File: src/rtl/rtmr_pkg.sv
`timescale 1ns/1ps
package rtmr_pkg;
    typedef enum logic [3:0] {
        MODE_ONESHOT = 4'b0000,
        MODE_CONT    = 4'b0001,
        MODE_COUNTER = 4'b0010,
        MODE_PWM     = 4'b0011,
        MODE_CAPTURE = 4'b0100
    } mode_e;

    typedef enum logic {
        ST_IDLE = 1'b0,
        ST_RUN  = 1'b1
    } state_e;

    localparam int REG_ADDR_W = 3;
    localparam logic [REG_ADDR_W-1:0] A_CNT_HI = 3'd0;
    localparam logic [REG_ADDR_W-1:0] A_CNT_LO = 3'd1;
    localparam logic [REG_ADDR_W-1:0] A_RLD_HI = 3'd2;
    localparam logic [REG_ADDR_W-1:0] A_RLD_LO = 3'd3;
    localparam logic [REG_ADDR_W-1:0] A_CMP_HI = 3'd4;
    localparam logic [REG_ADDR_W-1:0] A_CMP_LO = 3'd5;
    localparam logic [REG_ADDR_W-1:0] A_CTRL   = 3'd6;
    localparam logic [REG_ADDR_W-1:0] A_MODE   = 3'd7;
endpackage

File: src/rtl/rtmr_prescaler.sv
`timescale 1ns/1ps
module rtmr_prescaler #(
    parameter int PRES_W = 3
) (
    input  logic              clk,
    input  logic              rst_n,
    input  logic              run,
    input  logic [PRES_W-1:0] pres,
    output logic              tick
);
    localparam int DIV_W = (1 << PRES_W) - 1;

    logic [DIV_W-1:0] div_q;
    logic [DIV_W-1:0] mask;

    assign mask = ~({DIV_W{1'b1}} << pres);
    assign tick = run && ((div_q & mask) == mask);

    always_ff @(posedge clk or negedge rst_n) begin
        if (!rst_n) begin
            div_q <= '0;
        end else if (run) begin
            div_q <= div_q + DIV_W'(1);
        end else begin
            div_q <= '0;
        end
    end

    // each start of counting begins from a cleared divider
    a_r4_fresh_divider: assert property (@(posedge clk) disable iff (!rst_n)
        $rose(run) |-> (div_q == '0));
endmodule

File: src/rtl/rtmr_in_edge.sv
`timescale 1ns/1ps
module rtmr_in_edge #(
    parameter int SYNC_STAGES = 2
) (
    input  logic clk,
    input  logic rst_n,
    input  logic pin,
    input  logic pol,
    output logic act
);
    logic [SYNC_STAGES-1:0] sync_q;
    logic                   prev_q;
    logic                   now_lvl;
    logic                   was_lvl;

    always_ff @(posedge clk or negedge rst_n) begin
        if (!rst_n) begin
            sync_q <= '0;
            prev_q <= 1'b0;
        end else begin
            sync_q <= {sync_q[SYNC_STAGES-2:0], pin};
            prev_q <= sync_q[SYNC_STAGES-1];
        end
    end

    assign now_lvl = sync_q[SYNC_STAGES-1] ^ pol;
    assign was_lvl = prev_q ^ pol;
    assign act     = now_lvl && !was_lvl;

    // an active edge is reported for one cycle only
    a_r8_single_pulse: assert property (@(posedge clk) disable iff (!rst_n)
        act |=> (!act || (pol != $past(pol))));
endmodule

File: src/rtl/reload_timer.sv
`timescale 1ns/1ps
module reload_timer
    import rtmr_pkg::*;
#(
    parameter int BYTE_W      = 8,
    parameter int PRES_W      = 3,
    parameter int SYNC_STAGES = 2
) (
    input  logic                  clk,
    input  logic                  rst_n,
    input  logic                  wr_en,
    input  logic [REG_ADDR_W-1:0] wr_addr,
    input  logic [BYTE_W-1:0]     wr_data,
    input  logic [REG_ADDR_W-1:0] rd_addr,
    output logic [BYTE_W-1:0]     rd_data,
    input  logic                  tmr_in,
    output logic                  tmr_out,
    output logic                  irq
);
    localparam int CNT_W    = 2 * BYTE_W;
    localparam int EN_BIT   = BYTE_W - 1;
    localparam int POL_BIT  = BYTE_W - 2;
    localparam int PRES_LSB = BYTE_W - 2 - PRES_W;
    localparam logic [CNT_W-1:0] RESTART = CNT_W'(1);

    state_e state_q, state_d;

    logic [CNT_W-1:0]  cnt_q, rld_q, cmp_q;
    logic [PRES_W-1:0] pres_q;
    logic [3:0]        mode_q;
    logic              pol_q, out_q, irq_q;

    logic wr_cnt_hi, wr_cnt_lo, wr_rld_hi, wr_rld_lo;
    logic wr_cmp_hi, wr_cmp_lo, wr_ctrl, wr_mode, wr_cnt_any;
    logic running, mode_ok, tick, in_act;
    logic step, reload_hit, match_hit, cap_hit;

    assign wr_cnt_hi  = wr_en && (wr_addr == A_CNT_HI);
    assign wr_cnt_lo  = wr_en && (wr_addr == A_CNT_LO);
    assign wr_rld_hi  = wr_en && (wr_addr == A_RLD_HI);
    assign wr_rld_lo  = wr_en && (wr_addr == A_RLD_LO);
    assign wr_cmp_hi  = wr_en && (wr_addr == A_CMP_HI);
    assign wr_cmp_lo  = wr_en && (wr_addr == A_CMP_LO);
    assign wr_ctrl    = wr_en && (wr_addr == A_CTRL);
    assign wr_mode    = wr_en && (wr_addr == A_MODE);
    assign wr_cnt_any = wr_cnt_hi || wr_cnt_lo;

    assign running = (state_q == ST_RUN);
    assign mode_ok = (mode_q <= 4'(MODE_CAPTURE));

    rtmr_prescaler #(.PRES_W(PRES_W)) u_prescaler (
        .clk  (clk),
        .rst_n(rst_n),
        .run  (running),
        .pres (pres_q),
        .tick (tick)
    );

    rtmr_in_edge #(.SYNC_STAGES(SYNC_STAGES)) u_in_edge (
        .clk  (clk),
        .rst_n(rst_n),
        .pin  (tmr_in),
        .pol  (pol_q),
        .act  (in_act)
    );

    assign step       = running && mode_ok &&
                        ((mode_q == 4'(MODE_COUNTER)) ? in_act : tick);
    assign reload_hit = step && (cnt_q == rld_q);
    assign match_hit  = step && !reload_hit &&
                        (mode_q == 4'(MODE_PWM)) && (cnt_q == cmp_q);
    assign cap_hit    = running && (mode_q == 4'(MODE_CAPTURE)) && in_act;

    // state register
    always_ff @(posedge clk or negedge rst_n) begin
        if (!rst_n) begin
            state_q <= ST_IDLE;
        end else begin
            state_q <= state_d;
        end
    end

    // transitions: START, STOP, EXPIRE
    always_comb begin
        state_d = state_q;
        unique case (state_q)
            ST_IDLE: begin
                if (wr_ctrl && wr_data[EN_BIT]) begin
                    state_d = ST_RUN;
                end
            end
            ST_RUN: begin
                if (wr_ctrl) begin
                    state_d = wr_data[EN_BIT] ? ST_RUN : ST_IDLE;
                end else if (reload_hit && (mode_q == 4'(MODE_ONESHOT))) begin
                    state_d = ST_IDLE;
                end
            end
        endcase
    end

    // datapath and outputs
    always_ff @(posedge clk or negedge rst_n) begin
        if (!rst_n) begin
            cnt_q  <= '0;
            rld_q  <= '0;
            cmp_q  <= '0;
            pres_q <= '0;
            mode_q <= '0;
            pol_q  <= 1'b0;
            out_q  <= 1'b0;
            irq_q  <= 1'b0;
        end else begin
            irq_q <= reload_hit || cap_hit;

            if (wr_cnt_any) begin
                if (wr_cnt_hi) cnt_q[CNT_W-1 -: BYTE_W] <= wr_data;
                if (wr_cnt_lo) cnt_q[BYTE_W-1:0]        <= wr_data;
            end else if (reload_hit) begin
                cnt_q <= RESTART;
            end else if (step) begin
                cnt_q <= cnt_q + CNT_W'(1);
            end

            if (wr_rld_hi) rld_q[CNT_W-1 -: BYTE_W] <= wr_data;
            if (wr_rld_lo) rld_q[BYTE_W-1:0]        <= wr_data;

            if (cap_hit) begin
                cmp_q <= cnt_q;
            end else begin
                if (wr_cmp_hi) cmp_q[CNT_W-1 -: BYTE_W] <= wr_data;
                if (wr_cmp_lo) cmp_q[BYTE_W-1:0]        <= wr_data;
            end

            if (wr_ctrl) begin
                pol_q  <= wr_data[POL_BIT];
                pres_q <= wr_data[PRES_LSB +: PRES_W];
            end
            if (wr_mode) mode_q <= wr_data[3:0];

            if (wr_ctrl && (!wr_data[EN_BIT] || !running)) begin
                out_q <= wr_data[POL_BIT];
            end else if (reload_hit) begin
                if (mode_q == 4'(MODE_PWM)) begin
                    out_q <= pol_q;
                end else if (mode_q != 4'(MODE_CAPTURE)) begin
                    out_q <= ~out_q;
                end
            end else if (match_hit) begin
                out_q <= ~pol_q;
            end
        end
    end

    assign tmr_out = out_q;
    assign irq     = irq_q;

    always_comb begin
        rd_data = '0;
        unique case (rd_addr)
            A_CNT_HI: rd_data = cnt_q[CNT_W-1 -: BYTE_W];
            A_CNT_LO: rd_data = cnt_q[BYTE_W-1:0];
            A_RLD_HI: rd_data = rld_q[CNT_W-1 -: BYTE_W];
            A_RLD_LO: rd_data = rld_q[BYTE_W-1:0];
            A_CMP_HI: rd_data = cmp_q[CNT_W-1 -: BYTE_W];
            A_CMP_LO: rd_data = cmp_q[BYTE_W-1:0];
            A_CTRL: begin
                rd_data[EN_BIT]                 = running;
                rd_data[POL_BIT]                = pol_q;
                rd_data[PRES_LSB +: PRES_W]     = pres_q;
            end
            A_MODE:   rd_data[3:0] = mode_q;
        endcase
    end

    // a limit match restarts the count at 0001h
    a_r5_restart_one: assert property (@(posedge clk) disable iff (!rst_n)
        (reload_hit && !wr_cnt_any) |=> (cnt_q == RESTART));

    // single pass stops and flips the output
    a_r6_oneshot_expire: assert property (@(posedge clk) disable iff (!rst_n)
        (reload_hit && (mode_q == 4'(MODE_ONESHOT)) && !wr_ctrl) |=>
        ((state_q == ST_IDLE) && (tmr_out != $past(tmr_out))));

    // pulse-width output returns to the idle level at restart
    a_r9_pwm_back: assert property (@(posedge clk) disable iff (!rst_n)
        (reload_hit && (mode_q == 4'(MODE_PWM)) && !wr_ctrl) |=>
        (tmr_out == $past(pol_q)));

    // capture takes the count present at the edge
    a_r10_capture_value: assert property (@(posedge clk) disable iff (!rst_n)
        cap_hit |=> (cmp_q == $past(cnt_q)));

    // undefined mode codes freeze the count
    a_r12_hold_count: assert property (@(posedge clk) disable iff (!rst_n)
        (running && !mode_ok && !wr_cnt_any) |=> $stable(cnt_q));
endmodule

File: config.mk
export PLATFORM = sky130hd
export DESIGN_NAME = reload_timer
export DESIGN_NICKNAME = d
export VERILOG_FILES = /design/src/rtl/rtmr_pkg.sv /design/src/rtl/rtmr_prescaler.sv /design/src/rtl/rtmr_in_edge.sv /design/src/rtl/reload_timer.sv
export SDC_FILE = /design/constraint.sdc
export NUM_CORES = 1
export LEC_CHECK = 0
export BUFFER_PORTS_ARGS = -buffer_cell sky130_fd_sc_hd__clkbuf_2
export CAP_MARGIN = 20
export CORE_UTILIZATION = 55
export CTS_CLUSTER_DIAMETER = 200
export DETAILED_ROUTE_END_ITERATION = 12
export GPL_TIMING_DRIVEN = 0
export HOLD_SLACK_MARGIN = 0.08
export PLACE_DENSITY_LB_ADDON = 0.15
export SLEW_MARGIN = 10
export SYNTH_ARGS = -nofsm -noshare
export SYNTH_HDL_FRONTEND = slang
export SYNTH_SLANG_ARGS = --single-unit
File: constraint.sdc
create_clock -name clk -period 2.1 [get_ports clk]
set_clock_uncertainty 0.15 [all_clocks]
set_input_delay 0.21 -clock clk [delete_from_list [all_inputs] [get_ports clk]]
set_output_delay 0.21 -clock clk [all_outputs]
set_load 0.1 [all_outputs]
==> results of run 1 <==
synthesized netlist by cell type, types with 2 or more instances:
master    instances  area [sq um]
nand4_1          11          68.8
nand3_1          21           105
mux4_2            7           158
mux2_2           25           282
nor4_1            2          12.5
buf_2            12          60.1
nor3_1            3          15.0
ha_1              2          25.0
a31oi_1           6          37.5
and3_1            8          50.1
o21ai_0          11          55.1
buf_1             2          7.51
and2_1            8          50.1
a21oi_1          40           200
xor2_1            5          43.8
or2_2             2          12.5
dfrtp_1          69          1730
a22oi_1           8          60.1
xnor2_1          31           272
nand2_1          26          97.6
nor2b_1           7          43.8
mux2i_1          24           240
or3_1             4          25.0
inv_1            12          45.0
or3b_1            2          17.5
buf_4             2          15.0
buf_6             2          22.5
o22ai_1           6          37.5
nor2_1           43           161
nand4b_1          3          26.3
o211ai_1          6          45.0
clkbuf_1         18          67.6
nand2b_1          4          25.0
through the flow:
step / power [mW] / hold slack (ps) / std cells
floorplan: 3.67 / -236 / 458
global placement: 4.12 / 169 / 583
detailed placement: 4.19 / 77.3 / 584
CTS: 5.54 / 102 / 615
global route: 5.97 / 118 / 617
finish: 5.71 / 108 / 617
power by group through the flow:
stage	registers, mW	clock network [mW]	logic, mW
final	2.14	1.13	2.45
after global routing	2.18	1.18	2.61
after global placement	1.98	0	2.13
after detailed placement	2.00	0	2.19
after floorplan	1.94	0	1.73
after CTS	2.10	1.13	2.31
worst max-delay path by stage:
stage | slack (ps) | depth (start not counted) | from | end
floorplan | -150 | 5 | rd_addr[0] | rd_data[6]
CTS | -160 | 9 | cnt_q[0]$_DFFE_PN0P_ | cnt_q[1]$_DFFE_PN0P_
global route | -350 | 9 | cnt_q[0]$_DFFE_PN0P_ | cnt_q[15]$_DFFE_PN0P_
global placement | -550 | 8 | rd_addr[0] | rd_data[4]
finish | -300 | 9 | cnt_q[0]$_DFFE_PN0P_ | cnt_q[15]$_DFFE_PN0P_
detailed placement | -570 | 8 | rd_addr[0] | rd_data[4]
flip-flops by register name, indices dropped and copies added (netlist names):
| signal | count |
|---|---|
| u_in_edge.prev_q | 1 |
| tmr_out | 1 |
| irq | 1 |
| running | 1 |
| u_in_edge.sync_q | 2 |
| u_prescaler.div_q | 7 |
| cnt_q | 16 |
| pol_q | 1 |
| rld_q | 16 |
| cmp_q | 16 |
| mode_q | 4 |
| pres_q | 3 |
critical path: stages, from the launching register on:
cell	delay, ps
dfrtp_1	390
buf_6	140
xnor2_2	130
nand4_1	190
nor4_4	300
buf_4	190
a41oi_4	230
buf_6	230
a22oi_1	170
o22ai_1	130
kinds of logic (layout without fill, tap and decap cells):
| logic type | Yosys count | count (layout) | share of synthesized area, % |
|---|---|---|---|
| and+or+nand+nor | 154 | 154 | 18.5 |
| muxes | 57 | 57 | 15.7 |
| adders and majority gates | 2 | 2 | 0.568 |
| buffers and inverters | 48 | 105 | 4.94 |
| AOI/OAI and AO/OA | 92 | 92 | 13.9 |
| xor gates and xnor gates | 36 | 36 | 7.15 |
| DFF | 69 | 69 | 39.2 |
routing by layer:
| metal | track usage [%] | routed length (microns) |
|---|---|---|
| met3 | 6.87 | 905 |
| met2 | 54.1 | 6460 |
| met1 | 41.7 | 5510 |
| met5 | 0 | 0 |
| met4 | 16.7 | 494 |
repair_timing:
item,4_1_cts,5_1_grt
hold buffers,3,0
buffers inserted,18,3
hold endpoints to repair,35,0
pin swaps,15,19
endpoints found under the setup margin,27,41
gates resized for setup,65,43
gates cloned,0,1
layout make-up:
class	instances	share of cell area, %
multi-input combinational	341	50.4
sequential	69	31.0
timing repair buffer	48	8.30
buffer	30	3.86
clock buffer	14	2.90
tap	102	2.28
inverter	12	0.804
clock inverter	1	0.536
==> impl_metrics.csv, run 1 <==
group,metric,value,unit
status,status,"finished with violations",
status,violations,"setup timing",
job,maxCapViolations,0,
global_route,first_global_vias,3975,
floorplanning,fp-row-count,32,
cells_and_area,final_core_util,72.5,%
route,dr_total_vias,3889,
route,ant_nets,0,
worst_setup_path,reg2reg_slack,-300,ps
clocking,clock_latency,350,ps
clocking,cts_max_path_buffers,2,
timing,fin_crit_sh,114,%
floorplanning,dieArea,8370,sq um
place,gp_congestion,0.912,
worst_setup_path,reg2reg_depth,9,
floorplanning,pin_count,28,
power,share_comb_of_total_power,42.8,%
power,power.internal,3.39,mW
power,power.share.switching,40.7,%
synthesis,synth_top_flop_cell,"dfrtp_1",
route,drc_errors,0,
synthesis,synth.net_count,478,
power,clockPowerShare,19.7,%
min_path,whs_endpoint,"rld_q[10]$_DFFE_PN0P_",
place,pre_cts_slack,-570,ps
clocking,clock-sinks,69,
synthesis,synthCells,458,
min_path,whs_path_depth,2,
cells_and_area,fill_cells,553,
timing,drv_slew,0,
synthesis,syn_avg_cell_area,9.62,sq um
synthesis,ys_ff_latch,69,
floorplanning,design.core.area,7730,sq um
timing,rsz0062_at_grt,"true",
worst_setup_path,end_kind,"flip-flop",
place,io_buffers,23,
timing,fin_tns_setup,-3680,ps
min_path,hp-class,"in2reg",
global_route,grt-ovfl-total,0,
timing,worst_pin_slew,865,ps
timing,final-hold-violation-count,0,
cells_and_area,antenna_cells,0,
worst_setup_path,cp_data_arrival_time,2480,ps
route,wl,13.4,mm
timing,finalCriticalPeriod,2400,ps
timing,setup_slack,-298,ps
worst_setup_path,rr_endpoint,"cnt_q[15]$_DFFE_PN0P_",
synthesis,ys.warnings.count,0,
worst_setup_path,worst_setup_path_start_kind,"flip-flop",
power,vdd.ir_drop.worst,669,uV
clocking,clock-root-buffer,"clkbuf_8",
cells_and_area,final_common_cell,"dfrtp_1",
route,routedWlPerCell,21.7,microns
place,dp_hpwl,8.87,mm
global_route,grt_max_degree,37,
power,powerDensity,1020,nW/um^2
timing,setup_viol,20,
power,p_seq_share,37.5,%
power,leakage,2.33,nW
synthesis,synth_async_sr_flop_share,100,%
min_path,min_from,"wr_data[2]",
cells_and_area,nets,531,
clocking,cts-buffers-inserted,9,
route,vias_per_cell,6.30,
floorplanning,fp.dieW,91.5,microns
power,p_switching,2.33,mW
cells_and_area,final_cell_mix,"62 x dfrtp_1, 39 x nor2_1, 30 x a21oi_1",
clocking,path_clk_slew,80,ps
synthesis,synth_edf_count,0,
cells_and_area,design_area,5610,sq um
place,dpl_cell_area,4810,sq um
global_route,grt_pass1_wl,21.0,mm
floorplanning,die_h,91.5,microns
cells_and_area,drive_gt1_share,34.6,%
global_route,antenna_found_initial,0,
worst_setup_path,reg2reg_from,"cnt_q[0]$_DFFE_PN0P_",
synthesis,synth.cell_area,4410,sq um
cells_and_area,area_growth,27.2,%
worst_setup_path,worstPathRequired,2180,ps
floorplanning,start_util,57.0,%
timing,fmax,0.417,GHz
global_route,gr-usage-all-layers,33.2,%
route,drtIter0Drc,251,
synthesis,yosysUniqueCellTypes,59,
route,firstDrtPassIters,5,
synthesis,seq_area_frac_synth,39.2,%
timing,max_slew_margin,42.1,%
cells_and_area,seq_area,1740,sq um
worst_setup_path,crit_fanout,10,
clocking,htreeDepth,3,
clocking,cts_tree,"done",
worst_setup_path,path_class,"reg2reg",
cells_and_area,multi_input_area,2820,sq um
(Power assumes the default switching activity.)
==> inputs of run 2 (changes only) <==
--- a/config.mk
+++ b/config.mk
@@ -7,7 +7,9 @@
 export LEC_CHECK = 0
 export BUFFER_PORTS_ARGS = -buffer_cell sky130_fd_sc_hd__clkbuf_2
 export CAP_MARGIN = 20
-export CORE_UTILIZATION = 55
+export CELL_PAD_IN_SITES_DETAIL_PLACEMENT = 1
+export CELL_PAD_IN_SITES_GLOBAL_PLACEMENT = 2
+export CORE_UTILIZATION = 35
 export CTS_CLUSTER_DIAMETER = 200
 export DETAILED_ROUTE_END_ITERATION = 12
 export GPL_TIMING_DRIVEN = 0
==> run 2 against run 1 <==
Effect of this change:
- the flow still finishes with violations (setup timing)
- critical path depth fell by 1
- via count fell by 1.8%
- flip-flop and latch count did not move
- die area rose by 56%
- clock power rose by 34%
- core utilization fell by 23 points
- global-route usage fell by 7.3 points
- final area rose by 6.5%
- first-iteration DRC count fell by 36%
- highest routed layer unchanged
==> impl_metrics.csv, run 2 (synthesis gave the netlist of run 1 again) <==
group,metric,value,unit
global_route,grt-ovfl-total,0,
timing,setup_slack,-222,ps
power,vdd.ir_drop.worst,465,uV
floorplanning,pin_count,28,
route,dr_total_vias,3820,
job,maxCapViolations,0,
cells_and_area,design_area,5970,sq um
timing,final-hold-violation-count,0,
cells_and_area,antenna_cells,0,
cells_and_area,seq_area,1740,sq um
route,drtIter0Drc,161,
place,dp_hpwl,10.4,mm
place,gp_congestion,0.822,
clocking,cts_tree,"done",
route,vias_per_cell,5.50,
timing,fin_crit_sh,111,%
cells_and_area,final_common_cell,"dfrtp_1",
floorplanning,fp-row-count,40,
cells_and_area,drive_gt1_share,38.0,%
timing,fmax,0.431,GHz
route,drc_errors,0,
floorplanning,design.core.area,12200,sq um
worst_setup_path,path_cells,"xnor2_2, nand4_1, nor4_4, buf_6, nand4_1, buf_4, mux2i_1, mux2_4",
clocking,clock-sinks,69,
cells_and_area,area_growth,35.4,%
worst_setup_path,end_kind,"flip-flop",
floorplanning,die_h,114,microns
status,violations,"setup timing",
worst_setup_path,max_stage_delay,490,ps
route,firstDrtPassIters,4,
worst_setup_path,cp_data_arrival_time,2410,ps
cells_and_area,fill_cells,1335,
place,io_buffers,23,
worst_setup_path,critPathTopFamily,"simple AND/OR/NAND/NOR gates",
timing,fin_tns_setup,-3700,ps
worst_setup_path,crit_fanout,7,
worst_setup_path,crit_slowest_cell,"dfrtp_2",
route,ant_nets,0,
clocking,cts-buffers-inserted,9,
timing,max_slew_margin,32.4,%
worst_setup_path,crit_top_cell,"nand4_1",
timing,setup_viol,24,
cells_and_area,nets,542,
timing,rsz0062_at_grt,"true",
worst_setup_path,crit_buf_inv,2,
floorplanning,start_util,36.2,%
timing,finalCriticalPeriod,2320,ps
cells_and_area,final_cell_mix,"60 x dfrtp_1, 39 x nor2_1, 29 x buf_4",
worst_setup_path,worst_setup_path_start_kind,"flip-flop",
clocking,clock_latency,350,ps
worst_setup_path,path_class,"reg2reg",
timing,drv_slew,0,
timing,worst_pin_slew,1010,ps
cells_and_area,top_regs,"cmp_q (16), cnt_q (16), rld_q (16)",
timing,whs,131,ps
clocking,clock-root-buffer,"clkbuf_16",
global_route,first_global_vias,4109,
min_path,hp-class,"in2reg",
place,dpl_cell_area,4900,sq um
clocking,path_clk_slew,60,ps
floorplanning,dieArea,13000,sq um
route,wl,15.8,mm
global_route,grt_pass1_wl,24.6,mm
route,routedWlPerCell,22.8,microns
power,leakage,2.47,nW
global_route,grt_max_degree,49,
cells_and_area,multi_input_area,2900,sq um
global_route,antenna_found_initial,0,
clocking,htreeDepth,3,
status,status,"finished with violations",
power,powerDensity,1070,nW/um^2
worst_setup_path,worstPathRequired,2180,ps
floorplanning,fp.dieW,114,microns
clocking,cts_max_path_buffers,2,
global_route,gr-usage-all-layers,25.9,%
run 2: layer usage:
metal	track usage, %	wire length, microns	part of all wire [%]	vias up
met1	32.0	6950	44	1979
li1	-	-	-	1771
met3	5.35	420	2.7	17
met5	0	0	0	-
met2	44.0	8010	51	53
met4	10.5	407	2.6	0
run 2: report_power, final:
| part | switching (mW) | internal, mW | leakage [nW] |
|---|---|---|---|
| sequential | 0.486 | 1.67 | 0.795 |
| combinational | 1.45 | 1.25 | 1.54 |
| clock | 0.602 | 0.906 | 0.138 |
run 2: per-stage QoR:
stage | power, mW | cells | utilization (%) | setup slack (ps)
floorplan | 3.67 | 458 | - | -147
global placement | 4.20 | 649 | 40.0 | -600
detailed placement | 4.26 | 650 | 40.3 | -622
CTS | 6.17 | 685 | 47.0 | -168
global route | 6.68 | 694 | 49.1 | -295
finish | 6.36 | 694 | 49.1 | -222
run 2: cell type report:
| class | count | share of cell area (%) |
|---|---|---|
| Multi-Input combinational cell | 342 | 48.6 |
| Timing Repair Buffer | 58 | 9.25 |
| Tap cell | 168 | 3.52 |
| Buffer | 30 | 3.98 |
| Inverter | 12 | 0.755 |
| Clock buffer | 10 | 3.84 |
| Clock inverter | 5 | 0.881 |
| Sequential cell | 69 | 29.1 |
run 2: path summary, 6_finish.rpt:
path,from,end,slack (ps),cells after the start
setup / recovery,cnt_q[9]$_DFFE_PN0P_,tmr_out$_DFFE_PN0P_,-220,8
setup reg to reg,cnt_q[9]$_DFFE_PN0P_,tmr_out$_DFFE_PN0P_,-220,8
hold / removal,wr_data[2],rld_q[2]$_DFFE_PN0P_,130,2
hold reg to reg,u_in_edge.sync_q[0]$_DFF_PN0_,u_in_edge.sync_q[1]$_DFF_PN0_,190,0
max in group asynchronous,rst_n,cnt_q[4]$_DFFE_PN0P_,1010,3
min in group asynchronous,rst_n,u_prescaler.div_q[2]$_DFF_PN0_,190,2
run 2: repair_timing:
item                                    4_1_cts  5_1_grt
endpoints found under the hold margin        70        0
gates cloned                                  3        0
gates resized for setup                      76       44
hold buffers                                  2        0
endpoints found under the setup margin       36       39
buffers inserted                             19       12
pin swaps                                    24       20
==> inputs of run 3 (changes only) <==
--- a/config.mk
+++ b/config.mk
@@ -5,11 +5,12 @@
 export SDC_FILE = /design/constraint.sdc
 export NUM_CORES = 1
 export LEC_CHECK = 0
+export ABC_AREA = 1
 export BUFFER_PORTS_ARGS = -buffer_cell sky130_fd_sc_hd__clkbuf_2
 export CAP_MARGIN = 20
 export CELL_PAD_IN_SITES_DETAIL_PLACEMENT = 1
 export CELL_PAD_IN_SITES_GLOBAL_PLACEMENT = 2
-export CORE_UTILIZATION = 35
+export CORE_UTILIZATION = 32
 export CTS_CLUSTER_DIAMETER = 200
 export DETAILED_ROUTE_END_ITERATION = 12
 export GPL_TIMING_DRIVEN = 0
==> run 3 against run 2 <==
Effect of this change:
- highest routed layer unchanged
- the flow now finishes without violations
- critical path type is now reg2out
- setup slack improved by 250 ps
- total power rose by 2.2%
- largest power group unchanged
- largest cell class unchanged
- hold slack got worse by 39 ps
- synthesized cell count rose by 27%
==> impl_metrics.csv, run 3 <==
group,metric,value,unit
status,status,"finished, final reports clean",
timing,finalCriticalPeriod,2070,ps
cells_and_area,multi_input_area,2400,sq um
floorplanning,fp.dieW,119,microns
synthesis,synthAdderAreaFrac,0.569,%
timing,fmax,0.482,GHz
floorplanning,dieArea,14200,sq um
power,leakage,2.64,nW
route,wl,16.0,mm
worst_setup_path,worstPathRequired,1740,ps
cells_and_area,top_regs,"cmp_q (16), cnt_q (16), rld_q (16)",
synthesis,synth_edf_count,0,
synthesis,synth_top_family_by_area,"simple AND/OR/NAND/NOR gates",
route,ant_nets,0,
worst_setup_path,reg2reg_from,"cnt_q[7]$_DFFE_PN0P_",
floorplanning,pin_count,28,
min_path,hp-class,"in2reg",
timing,worst_pin_slew,981,ps
route,firstDrtPassIters,5,
worst_setup_path,end_kind,"primary output",
clocking,clock-root-buffer,"clkbuf_16",
worst_setup_path,rr_endpoint,"running$_DFF_PN0_",
global_route,grt-ovfl-total,0,
global_route,first_global_vias,4314,
worst_setup_path,crit_slowest_cell,"dfrtp_2",
synthesis,synth_xor_area_share,6.18,%
cells_and_area,stdcell_count,832,
clocking,clock-sinks,69,
power,p_seq_share,32.3,%
worst_setup_path,path_cells,"inv_2, nor2_1, a221oi_1, o211ai_1, clkbuf_8",
cells_and_area,final_core_util,41.8,%
synthesis,synth-simple-area-share,29.4,%
power,vdd.ir_drop.worst,522,uV
clocking,clock_latency,350,ps
synthesis,synth_async_sr_flop_share,100,%
job,maxCapViolations,0,
worst_setup_path,crit_fanout,6,
route,vias_per_cell,5.13,
cells_and_area,antenna_cells,0,
floorplanning,start_util,33.1,%
power,total_power,6.50,mW
place,dpl_cell_area,4800,sq um
clocking,cts_max_path_buffers,2,
synthesis,synth_top_cell_area_share,39.3,%
cells_and_area,drive_gt1_share,22.7,%
power,p_switching,2.88,mW
power,clockPowerShare,21.8,%
clocking,path_clk_slew,60,ps
synthesis,synth.mux.area_fraction,0,%
worst_setup_path,worst_setup_path_start_kind,"flip-flop",
route,drc_errors,0,
worst_setup_path,reg2reg_slack,80,ps
place,dp_hpwl,12.2,mm
cells_and_area,fill_cells,1622,
clocking,cts-buffers-inserted,9,
clocking,htreeDepth,3,
synthesis,yosysUniqueCellTypes,43,
cells_and_area,seq_area,1730,sq um
power,share_comb_of_total_power,45.9,%
worst_setup_path,reg2reg_depth,13,
synthesis,ys_ff_latch,69,
power,power.internal,3.62,mW
synthesis,seq_area_frac_synth,39.3,%
cells_and_area,nets,672,
synthesis,synth_top_cell_by_area,"dfrtp_1",
cells_and_area,final_common_cell,"nand2_1",
synthesis,ys.warnings.count,0,
worst_setup_path,max_stage_delay,460,ps
place,gp_congestion,0.827,
cells_and_area,design_area,5560,sq um
worst_setup_path,crit_end,"rd_data[3]",
synthesis,synthCells,583,
route,dr_total_vias,4272,
route,drtIter0Drc,238,
clocking,cts_tree,"done",
worst_setup_path,cp_data_arrival_time,1710,ps
timing,max_slew_margin,34.1,%
timing,fin_crit_sh,98.7,%
place,dp_cells,787,
power,powerDensity,1170,nW/um^2
cells_and_area,area_growth,26.4,%
floorplanning,die_h,119,microns
global_route,antenna_found_initial,0,
synthesis,synth_area_leaders,"dfrtp_1 39%, nand2_1 12%, nor2_1 5.3%",
cells_and_area,final_cell_mix,"137 x nand2_1, 64 x dfrtp_1, 60 x nor2_1",
synthesis,synth.net_count,603,
synthesis,yosysMostFrequentCell,"nand2_1",
synthesis,synth_compound_area_share,15.6,%
power,power.share.switching,44.3,%
worst_setup_path,critPathLaunch,"cnt_q[3]$_DFFE_PN0P_",
synthesis,syn_avg_cell_area,7.54,sq um
timing,setup_viol,0,
synthesis,synth.cell_area,4400,sq um
synthesis,synthTopCellsByCount,"138 x nand2_1, 69 x dfrtp_1, 62 x nor2_1",
timing,final-hold-violation-count,0,
global_route,gr-usage-all-layers,23.7,%
synthesis,synth_top_flop_cell,"dfrtp_1",
worst_setup_path,path_class,"reg2out",
route,routedWlPerCell,19.3,microns
timing,rsz0062_at_grt,"true",
timing,drv_slew,0,
place,io_buffers,27,
floorplanning,design.core.area,13300,sq um
global_route,grt_pass1_wl,24.8,mm
floorplanning,fp-row-count,42,
global_route,grt_max_degree,36,
[run 3: cell types whose count changed after synthesis, moves of 14 or more]
cell / previous run / this run
inv_1: 12 / 58
mux2_2: 25 / 0
a21oi_1: 40 / 22
xor2_1: 5 / 19
nand2_1: 26 / 138
mux2i_1: 24 / 0
clkbuf_1: 18 / 4
o21ai_0: 11 / 37
nor2_1: 43 / 62
xnor2_1: 31 / 12
[run 3: layer usage]
metal  track usage (%)  part of all wire [%]  vias to the layer above
met5                 0                     0                        -
met4              8.86                   2.3                        0
met3              2.92                   3.5                       21
met2              37.1                    45                       92
met1              33.3                    49                     2101
li1                  -                     -                     2058
[run 3: kinds of logic after synthesis]
group / Yosys count
DFF: 69
adders and majority gates: 2
AOI/OAI and AO/OA: 108
buffers and inverters: 90
xor gates and xnor gates: 31
and+or+nand+nor: 283
[run 3: final cells by class]
| cell class | count | share of cell area [%] |
|---|---|---|
| sequential | 69 | 31.2 |
| clock inverter | 2 | 0.180 |
| timing repair buffer | 57 | 9.16 |
| buffer | 19 | 2.88 |
| clock buffer | 13 | 4.50 |
| tap | 176 | 3.96 |
| inverter | 71 | 5.02 |
| multi-input combinational | 425 | 43.1 |
[run 3: how the worst min path moves through the flow]
stage,startpoint,to,slack (ps),cells past startpoint
global placement,tmr_in,u_in_edge.sync_q[0]$_DFF_PN0_,170,1
finish,wr_data[5],pres_q[2]$_DFFE_PN0P_,90,3
global route,wr_data[5],rld_q[5]$_DFFE_PN0P_,120,3
floorplan,rst_n,cmp_q[0]$_DFFE_PN0P_,-240,0
detailed placement,rst_n,u_prescaler.div_q[2]$_DFF_PN0_,100,1
CTS,wr_data[5],pres_q[2]$_DFFE_PN0P_,90,3
[run 3: critical path, delay by kind of cell, from the launching register on]
family,cells,cell delay (ps)
buf+inv,2,410
simple gates,1,70
flops,1,460
compound gates,2,420
[run 3: what timing repair did]
action,in CTS,in global routing
setup endpoints to repair,12,39
pin swaps,2,11
endpoints found under the hold margin,40,0
cloned,0,3
buffers inserted,4,17
hold buffers,7,0
resized for setup,27,32
[run 3: per-stage QoR]
| step | TNS (ps) | setup WS (ps) | hold WS, ps |
|---|---|---|---|
| 2_1_floorplan | -204 | -204 | -236 |
| 3_3_place_gp | -6270 | -638 | 170 |
| 3_5_place_dp | -4290 | -634 | 99.2 |
| 4_1_cts | -15.8 | -15.8 | 94.8 |
| 5_1_grt | -141 | -32.8 | 118 |
| 6_report | 0 | 26.9 | 92.3 |
[run 3: power groups by stage]
| stage | Clock [mW] | Combinational, mW | Sequential (mW) |
|---|---|---|---|
| 5_1_grt | 1.50 | 3.28 | 2.15 |
| 3_3_place_gp | 0 | 2.67 | 2.09 |
| 3_5_place_dp | 0 | 2.72 | 2.10 |
| 6_report | 1.42 | 2.99 | 2.10 |
| 4_1_cts | 1.45 | 2.83 | 2.08 |
| 2_1_floorplan | 0 | 2.04 | 2.00 |
